<file path="config.mk">
export PLATFORM = sky130hd
export DESIGN_NAME = vsync_field_det
export DESIGN_NICKNAME = d
export VERILOG_FILES = /design/src/rtl/vsd_pkg.sv /design/src/rtl/vsd_sync_edge.sv /design/src/rtl/vsd_width_meter.sv /design/src/rtl/vsd_line_phase.sv /design/src/rtl/vsd_vert_ctrl.sv /design/src/rtl/vsync_field_det.sv
export SDC_FILE = /design/constraint.sdc
export NUM_CORES = 1
export LEC_CHECK = 0
export BUFFER_PORTS_ARGS = -buffer_cell sky130_fd_sc_hd__buf_2
export CELL_PAD_IN_SITES_DETAIL_PLACEMENT = 0
export CELL_PAD_IN_SITES_GLOBAL_PLACEMENT = 1
export CORE_UTILIZATION = 40
export DETAILED_ROUTE_END_ITERATION = 8
export PLACE_DENSITY_LB_ADDON = 0.12
export SETUP_SLACK_MARGIN = 0.02
export SLEW_MARGIN = 40
export SYNTH_ARGS = -nofsm -noshare
export SYNTH_HDL_FRONTEND = slang
export SYNTH_SLANG_ARGS = --single-unit
</file>
<file path="constraint.sdc">
create_clock -name clk -period 2.1 [get_ports clk]
set_clock_uncertainty 0.05 [all_clocks]
set_input_delay 0.315 -clock clk [delete_from_list [all_inputs] [get_ports clk]]
set_output_delay 0.315 -clock clk [all_outputs]
set_load 0.02 [all_outputs]
</file>
<file path="src/rtl/vsd_pkg.sv">
package vsd_pkg;

    // Vertical detection state
    typedef enum logic [1:0] {
        VS_IDLE   = 2'd0,
        VS_ARMED  = 2'd1,
        VS_ACTIVE = 2'd2
    } vs_state_e;

    // Retimed sync level and its transitions
    typedef struct packed {
        logic level;   // retimed csync_n
        logic fall;    // high-to-low transition this cycle
        logic rise;    // low-to-high transition this cycle
    } sync_ev_t;

    function automatic int unsigned max_u(input int unsigned a, input int unsigned b);
        return (a > b) ? a : b;
    endfunction

    // True when a phase value lies in the middle half of a line
    function automatic logic phase_is_mid(input int unsigned ph, input int unsigned line_len);
        return (ph >= line_len / 4) && (ph < (3 * line_len) / 4);
    endfunction

endpackage

</file>
<file path="src/rtl/vsd_sync_edge.sv">
module vsd_sync_edge
    import vsd_pkg::*;
#(
    parameter int unsigned SYNC_STAGES = 2
) (
    input  logic     clk,
    input  logic     rst,
    input  logic     csync_n,
    output sync_ev_t ev
);
    // Synchronizer stages plus one history flop for edge detection
    logic [SYNC_STAGES:0] shreg;

    always_ff @(posedge clk) begin
        if (rst) begin
            shreg <= '1;
        end else begin
            shreg <= {shreg[SYNC_STAGES-1:0], csync_n};
        end
    end

    always_comb begin
        ev.level = shreg[SYNC_STAGES-1];
        ev.fall  = shreg[SYNC_STAGES] & ~shreg[SYNC_STAGES-1];
        ev.rise  = ~shreg[SYNC_STAGES] & shreg[SYNC_STAGES-1];
    end

endmodule

</file>
<file path="src/rtl/vsd_width_meter.sv">
module vsd_width_meter
    import vsd_pkg::*;
#(
    parameter int unsigned BROAD_CYC = 400
) (
    input  logic     clk,
    input  logic     rst,
    input  sync_ev_t ev,
    output logic     broad_hit
);
    localparam int unsigned RW      = $clog2(BROAD_CYC + 1);
    localparam logic [RW-1:0] RUN_MAX = RW'(BROAD_CYC);
    localparam logic [RW-1:0] RUN_HIT = RW'(BROAD_CYC - 1);

    // Cycles the retimed sync has been low; restarts on every transition
    logic [RW-1:0] run;

    always_ff @(posedge clk) begin
        if (rst) begin
            run <= '0;
        end else if (ev.fall) begin
            run <= RW'(1);
        end else if (ev.rise) begin
            run <= '0;
        end else if (!ev.level && run != RUN_MAX) begin
            run <= run + RW'(1);
        end
    end

    // Single-cycle strobe the moment a low stretch reaches the broad width
    assign broad_hit = !ev.level && !ev.fall && (run == RUN_HIT);

endmodule

</file>
<file path="src/rtl/vsd_line_phase.sv">
module vsd_line_phase #(
    parameter int unsigned LINE_CYC = 1716
) (
    input  logic                          clk,
    input  logic                          rst,
    input  logic                          lead_edge,
    output logic [$clog2(LINE_CYC+1)-1:0] phase
);
    localparam int unsigned PW = $clog2(LINE_CYC + 1);
    localparam logic [PW-1:0] PH_MAX  = PW'(LINE_CYC);
    localparam logic [PW-1:0] PH_GATE = PW'((3 * LINE_CYC) / 4);

    // Leading edges inside the gate window are half-line pulses and are skipped
    always_ff @(posedge clk) begin
        if (rst) begin
            phase <= PH_MAX;
        end else if (lead_edge && phase >= PH_GATE) begin
            phase <= '0;
        end else if (phase != PH_MAX) begin
            phase <= phase + PW'(1);
        end
    end

endmodule

</file>
<file path="src/rtl/vsd_vert_ctrl.sv">
module vsd_vert_ctrl
    import vsd_pkg::*;
#(
    parameter int unsigned LINE_CYC     = 1716,
    parameter int unsigned FALLBACK_CYC = 600,
    parameter int unsigned VWIDTH_CYC   = 5148
) (
    input  logic                          clk,
    input  logic                          rst,
    input  logic                          broad_hit,
    input  logic                          serration,
    input  logic [$clog2(LINE_CYC+1)-1:0] phase,
    output vs_state_e                     state,
    output logic                          field_odd
);
    localparam int unsigned TW = $clog2(max_u(FALLBACK_CYC, VWIDTH_CYC) + 1);
    localparam logic [TW-1:0] FB_LAST = TW'(FALLBACK_CYC - 1);
    localparam logic [TW-1:0] VW_LAST = TW'(VWIDTH_CYC - 1);

    // One timer serves the fallback wait and the pulse width
    logic [TW-1:0] tcnt;

    always_ff @(posedge clk) begin
        if (rst) begin
            state     <= VS_IDLE;
            tcnt      <= '0;
            field_odd <= 1'b0;
        end else begin
            case (state)
                VS_IDLE: begin
                    if (broad_hit) begin
                        state <= VS_ARMED;
                        tcnt  <= '0;
                    end
                end
                VS_ARMED: begin
                    if (serration || tcnt == FB_LAST) begin
                        state     <= VS_ACTIVE;
                        tcnt      <= '0;
                        field_odd <= !phase_is_mid(32'(phase), LINE_CYC);
                    end else begin
                        tcnt <= tcnt + TW'(1);
                    end
                end
                VS_ACTIVE: begin
                    if (tcnt == VW_LAST) begin
                        state <= VS_IDLE;
                        tcnt  <= '0;
                    end else begin
                        tcnt <= tcnt + TW'(1);
                    end
                end
                default: begin
                    state <= VS_IDLE;
                    tcnt  <= '0;
                end
            endcase
        end
    end

endmodule

</file>
<file path="src/rtl/vsync_field_det.sv">
module vsync_field_det
    import vsd_pkg::*;
#(
    parameter int unsigned LINE_CYC     = 1716,
    parameter int unsigned BROAD_CYC    = 400,
    parameter int unsigned FALLBACK_CYC = 600,
    parameter int unsigned VWIDTH_CYC   = 5148
) (
    input  logic clk,
    input  logic rst,
    input  logic csync_n,
    output logic vsync,
    output logic field_odd
);
    localparam int unsigned PW          = $clog2(LINE_CYC + 1);
    localparam int unsigned SYNC_STAGES = 2;

    sync_ev_t      ev;
    logic          broad_hit;
    logic [PW-1:0] line_ph;
    vs_state_e     vstate;

    vsd_sync_edge #(
        .SYNC_STAGES(SYNC_STAGES)
    ) u_sync (
        .clk     (clk),
        .rst     (rst),
        .csync_n (csync_n),
        .ev      (ev)
    );

    vsd_width_meter #(
        .BROAD_CYC(BROAD_CYC)
    ) u_meter (
        .clk       (clk),
        .rst       (rst),
        .ev        (ev),
        .broad_hit (broad_hit)
    );

    vsd_line_phase #(
        .LINE_CYC(LINE_CYC)
    ) u_phase (
        .clk       (clk),
        .rst       (rst),
        .lead_edge (ev.fall),
        .phase     (line_ph)
    );

    vsd_vert_ctrl #(
        .LINE_CYC     (LINE_CYC),
        .FALLBACK_CYC (FALLBACK_CYC),
        .VWIDTH_CYC   (VWIDTH_CYC)
    ) u_ctrl (
        .clk       (clk),
        .rst       (rst),
        .broad_hit (broad_hit),
        .serration (ev.rise),
        .phase     (line_ph),
        .state     (vstate),
        .field_odd (field_odd)
    );

    assign vsync = (vstate == VS_ACTIVE);

endmodule

</file>
==> impl_metrics.env, run 1 <==
export IMPL_drive_gt1_share_pct=13.5
export IMPL_synth_cell_types=50
export IMPL_core_area_um2=4880
export IMPL_dp_cells=311
export IMPL_grtUsageTotal_pct=16.8
export IMPL_cts_sink_count=39
export IMPL_cts_buffers=5
export IMPL_hpwl_mm=2.99
export IMPL_route_detailed_drc=0
export IMPL_wl_mm=4.08
export IMPL_setup_violations=0
export IMPL_async_reset_ff_share_pct=0
export IMPL_synth_edf_count=0
export IMPL_required_ns=2.23
export IMPL_cts_resized=0
export IMPL_final_common_cell="dfxtp_1"
export IMPL_ir_worst_vdd_v=0.000401
export IMPL_gr_total_overflow=0
export IMPL_tns_ns=0
export IMPL_hp_class="input pin to register"
export IMPL_io_pins=5
export IMPL_worstMarginPinSlew_ns=0.365
export IMPL_drt_iter0_drc=43
export IMPL_grt_pass1_vias=1574
export IMPL_relSlewSlack_pct=75.4
export IMPL_dieArea_um2=5520
export IMPL_synth_main_ff_cell="dfxtp_1"
export IMPL_syn_nets=250
export IMPL_clk_pin_slew_ns=0.08
export IMPL_min_period_ns=1.99
export IMPL_hold_buffers=0
export IMPL_grt_max_degree=21
export IMPL_rows=25
export IMPL_area_delta_synth_final_pct=11.7
export IMPL_outcome="finished, final reports clean"
export IMPL_cts_tree="done"
export IMPL_die_w_um=74.3
export IMPL_cap_viol_max_count=0
export IMPL_clock_latency_ns=0.29
export IMPL_synth_seq_area_share_pct=37.3
export IMPL_nets=264
export IMPL_ys_ff_latch=39
export IMPL_vias_per_cell=5.06
export IMPL_cp_max_fo=9
export IMPL_initial_core_util_pct=42.9
export IMPL_portBuffers=4
export IMPL_final_cells=319
export IMPL_fill_cells=512
export IMPL_power_density_nw_per_um2=705
export IMPL_syn_inst=237
export IMPL_grt_first_pass_wirelength_mm=7.01
export IMPL_postPlaceCellArea_um2=2250
export IMPL_first_pass_iters=4
export IMPL_gp_congestion=0.691
export IMPL_post_cts_buffers=0
export IMPL_syn_area_per_cell_um2=8.83
export IMPL_netlist_area_um2=2090
export IMPL_rsz0062_at_grt="no"
export IMPL_fmax_ghz=0.503
export IMPL_routedWlPerCell_um=12.8
export IMPL_crit_type="register to register"
export IMPL_clk_path_buf_depth=2
export IMPL_slew_violations=0
export IMPL_p_leak_nw=0.855
export IMPL_end_kind="register"
export IMPL_final_cell_mix="dfxtp_1 (39), nor2_1 (34), nand2_1 (16)"
export IMPL_grt_antenna_before_repair=0
export IMPL_finalCritPeriodShare_pct=94.7
export IMPL_ant_nets=0
export IMPL_crit_arrival_ns=2.12
export IMPL_ys_warn_count=0
export IMPL_cts_max_level=2
export IMPL_die_y_um=74.3
export IMPL_vias=1614
export IMPL_stdcell_area_um2=2340
export IMPL_antennaDiodeCount=0
export IMPL_hold_violations=0
export IMPL_clock_tree_root_cell="clkbuf_8"
export IMPL_worst_setup_path_start_kind="register"
-- through the flow --
stage	total power, W	util (%)	hold slack, ns	setup WS (ns)
floorplan	0.00108	-	0.339	0.310
global placement	0.00117	46.0	0.341	0.159
detailed placement	0.00117	46.0	0.344	0.104
CTS	0.00167	47.7	0.138	0.0920
global route	0.00176	47.9	0.146	0.0375
finish	0.00165	47.9	0.150	0.112
-- per-layer routing --
metal | wire length (um) | share of wire [%] | vias up | track usage, %
met5 | 0 | 0 | - | 0
met4 | 66 | 1.6 | 0 | 6.29
met3 | 117 | 2.9 | 7 | 4.20
met2 | 1880 | 46 | 15 | 27.4
met1 | 2010 | 49 | 734 | 21.4
li1 | - | - | 858 | -
-- cell families (layout without fill, tap and decap cells) --
kind of cell | count (synthesis) | in the layout | share of synthesized area (%)
and+or+nand+nor | 112 | 112 | 30.3
DFF | 39 | 39 | 37.3
AOI/OAI and AO/OA | 32 | 32 | 11.5
xor gates and xnor gates | 25 | 25 | 10.5
buffers and inverters | 16 | 31 | 2.99
adders and majority gates | 10 | 10 | 5.98
muxes | 3 | 3 | 1.44
-- cells in the mapped netlist (2+ instances only) --
master | n | area [um^2]
mux2i_1 | 3 | 30.0
a31oi_1 | 2 | 12.5
ha_1 | 10 | 125
a311oi_1 | 2 | 17.5
or3_1 | 2 | 12.5
o21bai_1 | 6 | 45.0
nand2b_1 | 4 | 25.0
o21ai_0 | 3 | 15.0
nor4_1 | 2 | 12.5
inv_1 | 8 | 30.0
xor2_1 | 10 | 87.6
nand2_1 | 16 | 60.1
or2_1 | 2 | 12.5
nand4b_1 | 2 | 17.5
nor3b_1 | 2 | 15.0
nor2b_1 | 2 | 12.5
nand3_1 | 14 | 70.1
and3_1 | 7 | 43.8
nor3_1 | 3 | 15.0
dfxtp_1 | 39 | 781
xnor2_1 | 15 | 131
and4_1 | 3 | 26.3
a21oi_1 | 7 | 35.0
nand4_1 | 4 | 25.0
or4bb_1 | 2 | 22.5
or2_2 | 3 | 18.8
buf_2 | 2 | 10.0
clkbuf_1 | 6 | 22.5
nor2_1 | 34 | 128
o211ai_1 | 2 | 15.0
-- worst max-delay path, cell delays in order (launching register included) --
cell,delay [ns]
dfxtp_1,0.35
or4b_4,0.59
nor4_4,0.34
o22ai_2,0.19
o21bai_4,0.27
nor2_1,0.08
-- cell type report --
class | count | area, um^2 | area share [%]
clock inverter | 3 | 15.0 | 0.642
timing repair buffer | 15 | 103 | 4.39
multi-input combinational | 182 | 1260 | 53.7
sequential | 39 | 781 | 33.4
clock buffer | 5 | 68.8 | 2.94
inverter | 8 | 30.0 | 1.28
tap | 67 | 83.8 | 3.59
-- where the power goes --
part	switching, W	internal, W
combinational	0.000179	0.000147
clock	0.000270	0.000227
sequential	0.0000483	0.000778
-- final timing paths --
kind	end	slack [ns]	cells past startpoint	startpoint
max reg2reg	u_ctrl.tcnt[5]$_SDFFE_PP0P_	0.11	5	u_ctrl.tcnt[5]$_SDFFE_PP0P_
max	u_ctrl.tcnt[5]$_SDFFE_PP0P_	0.11	5	u_ctrl.tcnt[5]$_SDFFE_PP0P_
min reg2reg	u_sync.shreg[1]$_SDFF_PP1_	0.36	1	u_sync.shreg[0]$_SDFF_PP1_
min	u_sync.shreg[0]$_SDFF_PP1_	0.15	2	csync_n
-- registers in the layout (all words and copies together) (netlist names) --
| name | count |
|---|---|
| u_ctrl.tcnt | 13 |
| u_sync.shreg | 3 |
| u_ctrl.field_odd | 1 |
| u_ctrl.state | 2 |
| u_meter.run | 9 |
| u_phase.phase | 11 |
(Power assumes the default switching activity.)
==> run 2, diff against run 1 <==
--- a/config.mk
+++ b/config.mk
@@ -12,5 +12,5 @@
 export DETAILED_ROUTE_END_ITERATION = 8
 export PLACE_DENSITY_LB_ADDON = 0.12
-export SETUP_SLACK_MARGIN = 0.02
+export SETUP_SLACK_MARGIN = 0.1
 export SLEW_MARGIN = 40
 export SYNTH_ARGS = -nofsm -noshare
==> constraint.sdc (replaced) <==
create_clock -name clk -period 2.3 [get_ports clk]
set_clock_uncertainty 0.05 [all_clocks]
set_input_delay 0.115 -clock clk [delete_from_list [all_inputs] [get_ports clk]]
set_output_delay 0.115 -clock clk [all_outputs]
set_load 0.02 [all_outputs]
==> run 2 against run 1 <==
Effect of this change:
- total power down 9.9%
- critical path depth up 1
- clock power down 7.4%
- die area unchanged
- register-to-register slack better by 0.17 ns
- utilization down 1.5 points
- sequential share of layout area up 1.1 points
==> impl_metrics.env, run 2 (synthesized netlist as in run 1, its figures left out) <==
export IMPL_crit_start="u_meter.run[1]$_SDFFE_PP0P_"
export IMPL_setup_violations=0
export IMPL_cts_max_level=2
export IMPL_crit_type="register to register"
export IMPL_cp_slowest_cell="o31a_1"
export IMPL_grt_antenna_before_repair=0
export IMPL_area_delta_synth_final_pct=8.31
export IMPL_route_detailed_drc=0
export IMPL_required_ns=2.43
export IMPL_die_w_um=74.3
export IMPL_end_kind="register"
export IMPL_cap_viol_max_count=0
export IMPL_slew_violations=0
export IMPL_first_pass_iters=4
export IMPL_multi_input_area_um2=1250
export IMPL_hold_buffers=1
export IMPL_initial_core_util_pct=42.9
export IMPL_clk_pin_slew_ns=0.08
export IMPL_stdcell_area_um2=2270
export IMPL_post_cts_buffers=0
export IMPL_postPlaceCellArea_um2=2170
export IMPL_top_regs="u_ctrl.tcnt (13), u_phase.phase (11), u_meter.run (9)"
export IMPL_min_from="rst"
export IMPL_hold_violations=0
export IMPL_cts_tree="done"
export IMPL_tns_ns=0
export IMPL_grtUsageTotal_pct=16.5
export IMPL_hp_class="input pin to register"
export IMPL_ant_nets=0
export IMPL_clock_tree_root_cell="clkbuf_8"
export IMPL_cp_cell_sequence="ha_1 > nand4b_1 > o31a_1 > nor4_1 > xnor2_1 > nor2_1"
export IMPL_final_common_cell="dfxtp_1"
export IMPL_clock_latency_ns=0.29
export IMPL_routedWlPerCell_um=12.6
export IMPL_min_period_ns=2.02
export IMPL_vias=1585
export IMPL_fill_cells=510
export IMPL_r2r_start="u_meter.run[1]$_SDFFE_PP0P_"
export IMPL_clk_path_buf_depth=2
export IMPL_vias_per_cell=5.11
export IMPL_drt_iter0_drc=62
export IMPL_rsz0062_at_grt="no"
export IMPL_io_pins=5
export IMPL_p_leak_nw=0.802
export IMPL_power_total_w=0.00148
export IMPL_largest_reg_flops=13
export IMPL_seq_area_um2=781
export IMPL_critPathMaxStageDelay_ns=0.51
export IMPL_outcome="finished, final reports clean"
export IMPL_cts_resized=0
export IMPL_grt_first_pass_wirelength_mm=6.93
export IMPL_gr_total_overflow=0
export IMPL_ir_worst_vdd_v=0.000398
export IMPL_drive_gt1_share_pct=9.05
export IMPL_grt_max_degree=21
export IMPL_grt_pass1_vias=1420
export IMPL_largest_register="u_ctrl.tcnt"
export IMPL_power_density_nw_per_um2=655
export IMPL_cts_buffers=5
export IMPL_rows=25
export IMPL_gp_congestion=0.761
export IMPL_finalCritPeriodShare_pct=87.7
export IMPL_fmax_ghz=0.496
export IMPL_final_cell_mix="dfxtp_1 (39), nor2_1 (34), nand2_1 (16)"
export IMPL_wl_mm=3.91
export IMPL_cp_num_buf_inv=0
export IMPL_crit_arrival_ns=2.14
export IMPL_crit_family="simple AND/OR/NAND/NOR gates"
export IMPL_antennaDiodeCount=0
export IMPL_portBuffers=4
export IMPL_cp_max_fo=17
export IMPL_worstMarginPinSlew_ns=0.724
export IMPL_worst_setup_path_start_kind="register"
export IMPL_relSlewSlack_pct=51.8
export IMPL_hpwl_mm=2.75
export IMPL_dieArea_um2=5520
export IMPL_cts_sink_count=39
export IMPL_die_y_um=74.3
export IMPL_core_area_um2=4880
export IMPL_nets=255
[run 2: cell types whose count changed in the layout (fill, tap and decap cells not counted)]
cell           before  now
buf_4              11    1
clkinv_2            3    1
clkbuf_1            0    1
clkinvlp_4          0    1
dlygate4sd3_1       0    1
o41ai_1             0    1
o41ai_2             1    0
[run 2: path summary, 6_finish.rpt]
| path | endpoint | slack [ns] | cells after the start |
|---|---|---|---|
| min reg2reg | u_sync.shreg[1]$_SDFF_PP1_ | 0.36 | 1 |
| min | u_ctrl.state[1]$_SDFFE_PP0P_ | 0.16 | 2 |
| max | u_ctrl.tcnt[9]$_SDFFE_PP0P_ | 0.28 | 6 |
| max reg2reg | u_ctrl.tcnt[9]$_SDFFE_PP0P_ | 0.28 | 6 |
[run 2: power breakdown]
group | switching [W] | total (W) | internal (W)
clock | 0.000248 | 0.000460 | 0.000212
sequential | 0.0000460 | 0.000756 | 0.000710
combinational | 0.000154 | 0.000268 | 0.000114
[run 2: layout make-up]
type | count | area share [%]
flip-flops and latches | 39 | 34.5
repair buffers | 6 | 1.66
multi-input cells | 182 | 55.1
well taps | 67 | 3.70
clock buffers | 6 | 3.20
clock inverters | 2 | 0.552
inverters | 8 | 1.33
[run 2: metal layers]
layer	part of all wire [%]	global-route usage, %
met5	0	0
met4	1.7	6.92
met3	1.9	4.07
met2	42	24.6
met1	55	22.7
[run 2: stage by stage]
step | utilization [%] | setup WS (ns) | hold slack, ns | cells
2_1_floorplan | - | 0.510 | 0.169 | 237
3_3_place_gp | 44.5 | 0.313 | 0.249 | 301
3_5_place_dp | 44.5 | 0.280 | 0.252 | 301
4_1_cts | 46.4 | 0.269 | 0.162 | 310
5_1_grt | 46.4 | 0.138 | 0.173 | 310
6_report | 46.4 | 0.283 | 0.158 | 310
==> run 3, diff against run 2 <==
SYNTH_HIERARCHICAL = 1   (was default)
==> run 3 against run 2 <==
Effect of this change:
- flip-flop and latch count is the same
- maximum frequency down 4.6%
- sequential share of layout area down 5.3 points
- utilization grew 2.2 points
- largest cell class unchanged
- wire length up 26%
- sequential power barely moved
- via count increased by 20%
- global-route usage grew 1.0 points
- first-iteration DRC count increased by 69%
- clock power rose by 48%
- highest routed layer unchanged
- critical endpoint is now u_ctrl/tcnt[4]$_SDFFE_PP0P_
- die area is 9.2% higher
- synthesized area grew 9.4%
==> impl_metrics.env, run 3 <==
export IMPL_portBuffers=4
export IMPL_vias=1899
export IMPL_hold_violations=0
export IMPL_die_w_um=77.7
export IMPL_wl_mm=4.91
export IMPL_pwr_share_comb_pct=17.3
export IMPL_setup_violations=0
export IMPL_worst_setup_path_start_kind="register"
export IMPL_min_from="rst"
export IMPL_syn_area_per_cell_um2=8.91
export IMPL_yosys_top_cells_area="dfxtp_1 (34%), ha_1 (4.9%), nand2_1 (3.1%), xnor2_1 (2.7%), a21oi_1 (2.6%)"
export IMPL_top_regs="u_ctrl/tcnt (13), u_phase/phase (11), u_meter/run (9)"
export IMPL_crit_arrival_ns=2.28
export IMPL_grt_max_degree=25
export IMPL_synth_most_common_cell="dfxtp_1"
export IMPL_finalCritPeriodShare_pct=91.9
export IMPL_power_density_nw_per_um2=648
export IMPL_synth_edf_count=0
export IMPL_outcome="finished, final reports clean"
export IMPL_synth_seq_area_share_pct=34.1
export IMPL_cts_max_level=2
export IMPL_dieArea_um2=6030
export IMPL_cts_sink_count=39
export IMPL_required_ns=2.47
export IMPL_stdcell_area_um2=2680
export IMPL_grt_first_pass_wirelength_mm=8.39
export IMPL_ir_worst_vdd_v=0.000313
export IMPL_clock_tree_root_cell="clkbuf_8"
export IMPL_rows=27
export IMPL_drt_iter0_drc=105
export IMPL_core_area_um2=5510
export IMPL_io_pins=5
export IMPL_cp_max_fo=10
export IMPL_timing_final_ws_setup_ns=0.186
export IMPL_rsz0062_at_grt="no"
export IMPL_yosys_top_cells_count="dfxtp_1 (39), nand2_1 (19), inv_1 (14), nor2_1 (14), a21oi_1 (12)"
export IMPL_cts_tree="done"
export IMPL_min_period_ns=2.11
export IMPL_crit_start="u_ctrl/tcnt[0]$_SDFFE_PP0P_"
export IMPL_postPlaceCellArea_um2=2500
export IMPL_routedWlPerCell_um=13.8
export IMPL_p_leak_nw=0.891
export IMPL_cap_viol_max_count=0
export IMPL_hp_class="input pin to register"
export IMPL_end_kind="register"
export IMPL_tns_ns=0
export IMPL_area_delta_synth_final_pct=16.9
export IMPL_vias_per_cell=5.35
export IMPL_nets=294
export IMPL_place_ws_ns=0.0337
export IMPL_clk_path_buf_depth=2
export IMPL_drive_gt1_share_pct=20.1
export IMPL_first_pass_iters=4
export IMPL_critPathMaxStageDelay_ns=0.62
export IMPL_final_cell_mix="dfxtp_1 (39), buf_4 (20), nand2_1 (19)"
export IMPL_ys_warn_count=6
export IMPL_power_frac_clock_pct=39.1
export IMPL_ant_nets=0
export IMPL_cp_cell_sequence="ha_1 > nand2_1 > nor4_4 > a31oi_4 > o21ai_4 > or4_2 > a31oi_1"
export IMPL_clk_pin_slew_ns=0.08
export IMPL_power_total_w=0.00174
export IMPL_final_common_cell="dfxtp_1"
export IMPL_grt_antenna_before_repair=0
export IMPL_cp_slowest_cell="or4_2"
export IMPL_gr_total_overflow=0
export IMPL_seqPwrFrac_pct=43.6
export IMPL_fmax_ghz=0.473
export IMPL_fill_cells=537
export IMPL_netlist_area_um2=2290
export IMPL_largest_reg_flops=13
export IMPL_p_int_w=0.00127
export IMPL_syn_inst=257
export IMPL_grt_pass1_vias=1789
export IMPL_ff2ff_path_depth=7
export IMPL_syn_nets=269
export IMPL_worstMarginPinSlew_ns=0.445
export IMPL_route_detailed_drc=0
export IMPL_yosysTopAreaCellShare_pct=34.1
export IMPL_initial_core_util_pct=41.6
export IMPL_hpwl_mm=3.63
export IMPL_synth_cell_types=63
export IMPL_relSlewSlack_pct=70.3
export IMPL_largest_register="u_ctrl/tcnt"
export IMPL_r2r_start="u_ctrl/tcnt[0]$_SDFFE_PP0P_"
export IMPL_die_y_um=77.7
export IMPL_clock_latency_ns=0.28
export IMPL_grtUsageTotal_pct=17.5
export IMPL_ys_ff_latch=39
export IMPL_slew_violations=0
export IMPL_p_switching_w=0.000464
export IMPL_yosys_area_top_type="dfxtp_1"
export IMPL_cts_buffers=5
export IMPL_crit_type="register to register"
export IMPL_async_reset_ff_share_pct=0
export IMPL_gp_congestion=0.781
export IMPL_swShare_pct=26.7
export IMPL_min_path_cells=2
export IMPL_synth_main_ff_cell="dfxtp_1"
export IMPL_antennaDiodeCount=0
## run 3: cell types whose count changed in the layout (fill, tap and decap cells not counted), sizes merged, moves of 5 or more
cell / before / now
nor3: 3 / 14
xnor2: 15 / 7
o21bai: 7 / 0
o31ai: 1 / 9
buf: 5 / 24
nor2: 34 / 14
xor2: 10 / 5
and3: 7 / 2
o21ai: 3 / 13
inv: 8 / 14
a21oi: 7 / 12
## run 3: critical path: cells and delay by family (launching register included)
kind                       cells  cell delay (ns)
DFF                            1             0.34
and+or+nand+nor                3             0.83
adders and majority gates      1             0.25
AOI/OAI and AO/OA              3             0.58
## run 3: logic make-up (layout without fill, tap and decap cells)
group           count (synthesis)  count (layout)  share of synthesized area [%]
xor+xnor                       12              12                           4.59
compound gates                 60              60                           19.7
simple gates                  113             113                           31.4
mux                             3               3                           1.31
fa+ha+maj                       9               9                           4.92
buf+inv                        21              47                           3.99
flops                          39              39                           34.1
## run 3: worst paths after layout
check	to	slack [ns]
max	u_ctrl/tcnt[4]$_SDFFE_PP0P_	0.19
max reg2reg	u_ctrl/tcnt[4]$_SDFFE_PP0P_	0.19
min reg2reg	u_sync/shreg[1]$_SDFF_PP1_	0.36
min	u_ctrl/state[0]$_SDFFE_PP0P_	0.22
## run 3: layout make-up
cell class | instances | area [um^2] | share of cell area [%]
clock buffer | 6 | 72.6 | 2.71
clock inverter | 2 | 60.1 | 2.24
inverter | 14 | 52.6 | 1.96
multi-input combinational | 197 | 1440 | 53.8
sequential | 39 | 781 | 29.2
tap | 72 | 90.1 | 3.36
timing repair buffer | 25 | 180 | 6.73
## run 3: metal layers
metal  GRT usage, %  routed length, um  up-vias
li1               -                  -     1003
met1           22.4               2470      879
met2           30.1               2300       12
met3           3.53                 82        5
met4           3.96                 57        0
met5              0                  0        -
## run 3: power groups by stage
| stage | clock (W) | sequential [W] | combinational (W) |
|---|---|---|---|
| finish | 0.000679 | 0.000756 | 0.000300 |
| detailed placement | 0 | 0.000773 | 0.000299 |
| floorplan | 0 | 0.000763 | 0.000238 |
| global route | 0.000725 | 0.000767 | 0.000338 |
| global placement | 0 | 0.000774 | 0.000297 |
| CTS | 0.000704 | 0.000757 | 0.000301 |
## run 3: stage by stage
stage                     std cells  util, %  hold WS [ns]
after floorplan                 257        -         0.162
after global placement          344     45.3         0.241
after detailed placement        344     45.3         0.255
after CTS                       353     48.0         0.219
after global routing            355     48.6         0.231
final                           355     48.6         0.217
## run 3: repair_timing
| action | 4_1_cts | 5_1_grt |
|---|---|---|
| hold buffers | 1 | 0 |
| resized for setup | 1 | 3 |
| endpoints found under the setup margin | 4 | 11 |
| pin swaps | 0 | 3 |
| setup buffers | 0 | 2 |
| hold endpoints to repair | 1 | 0 |
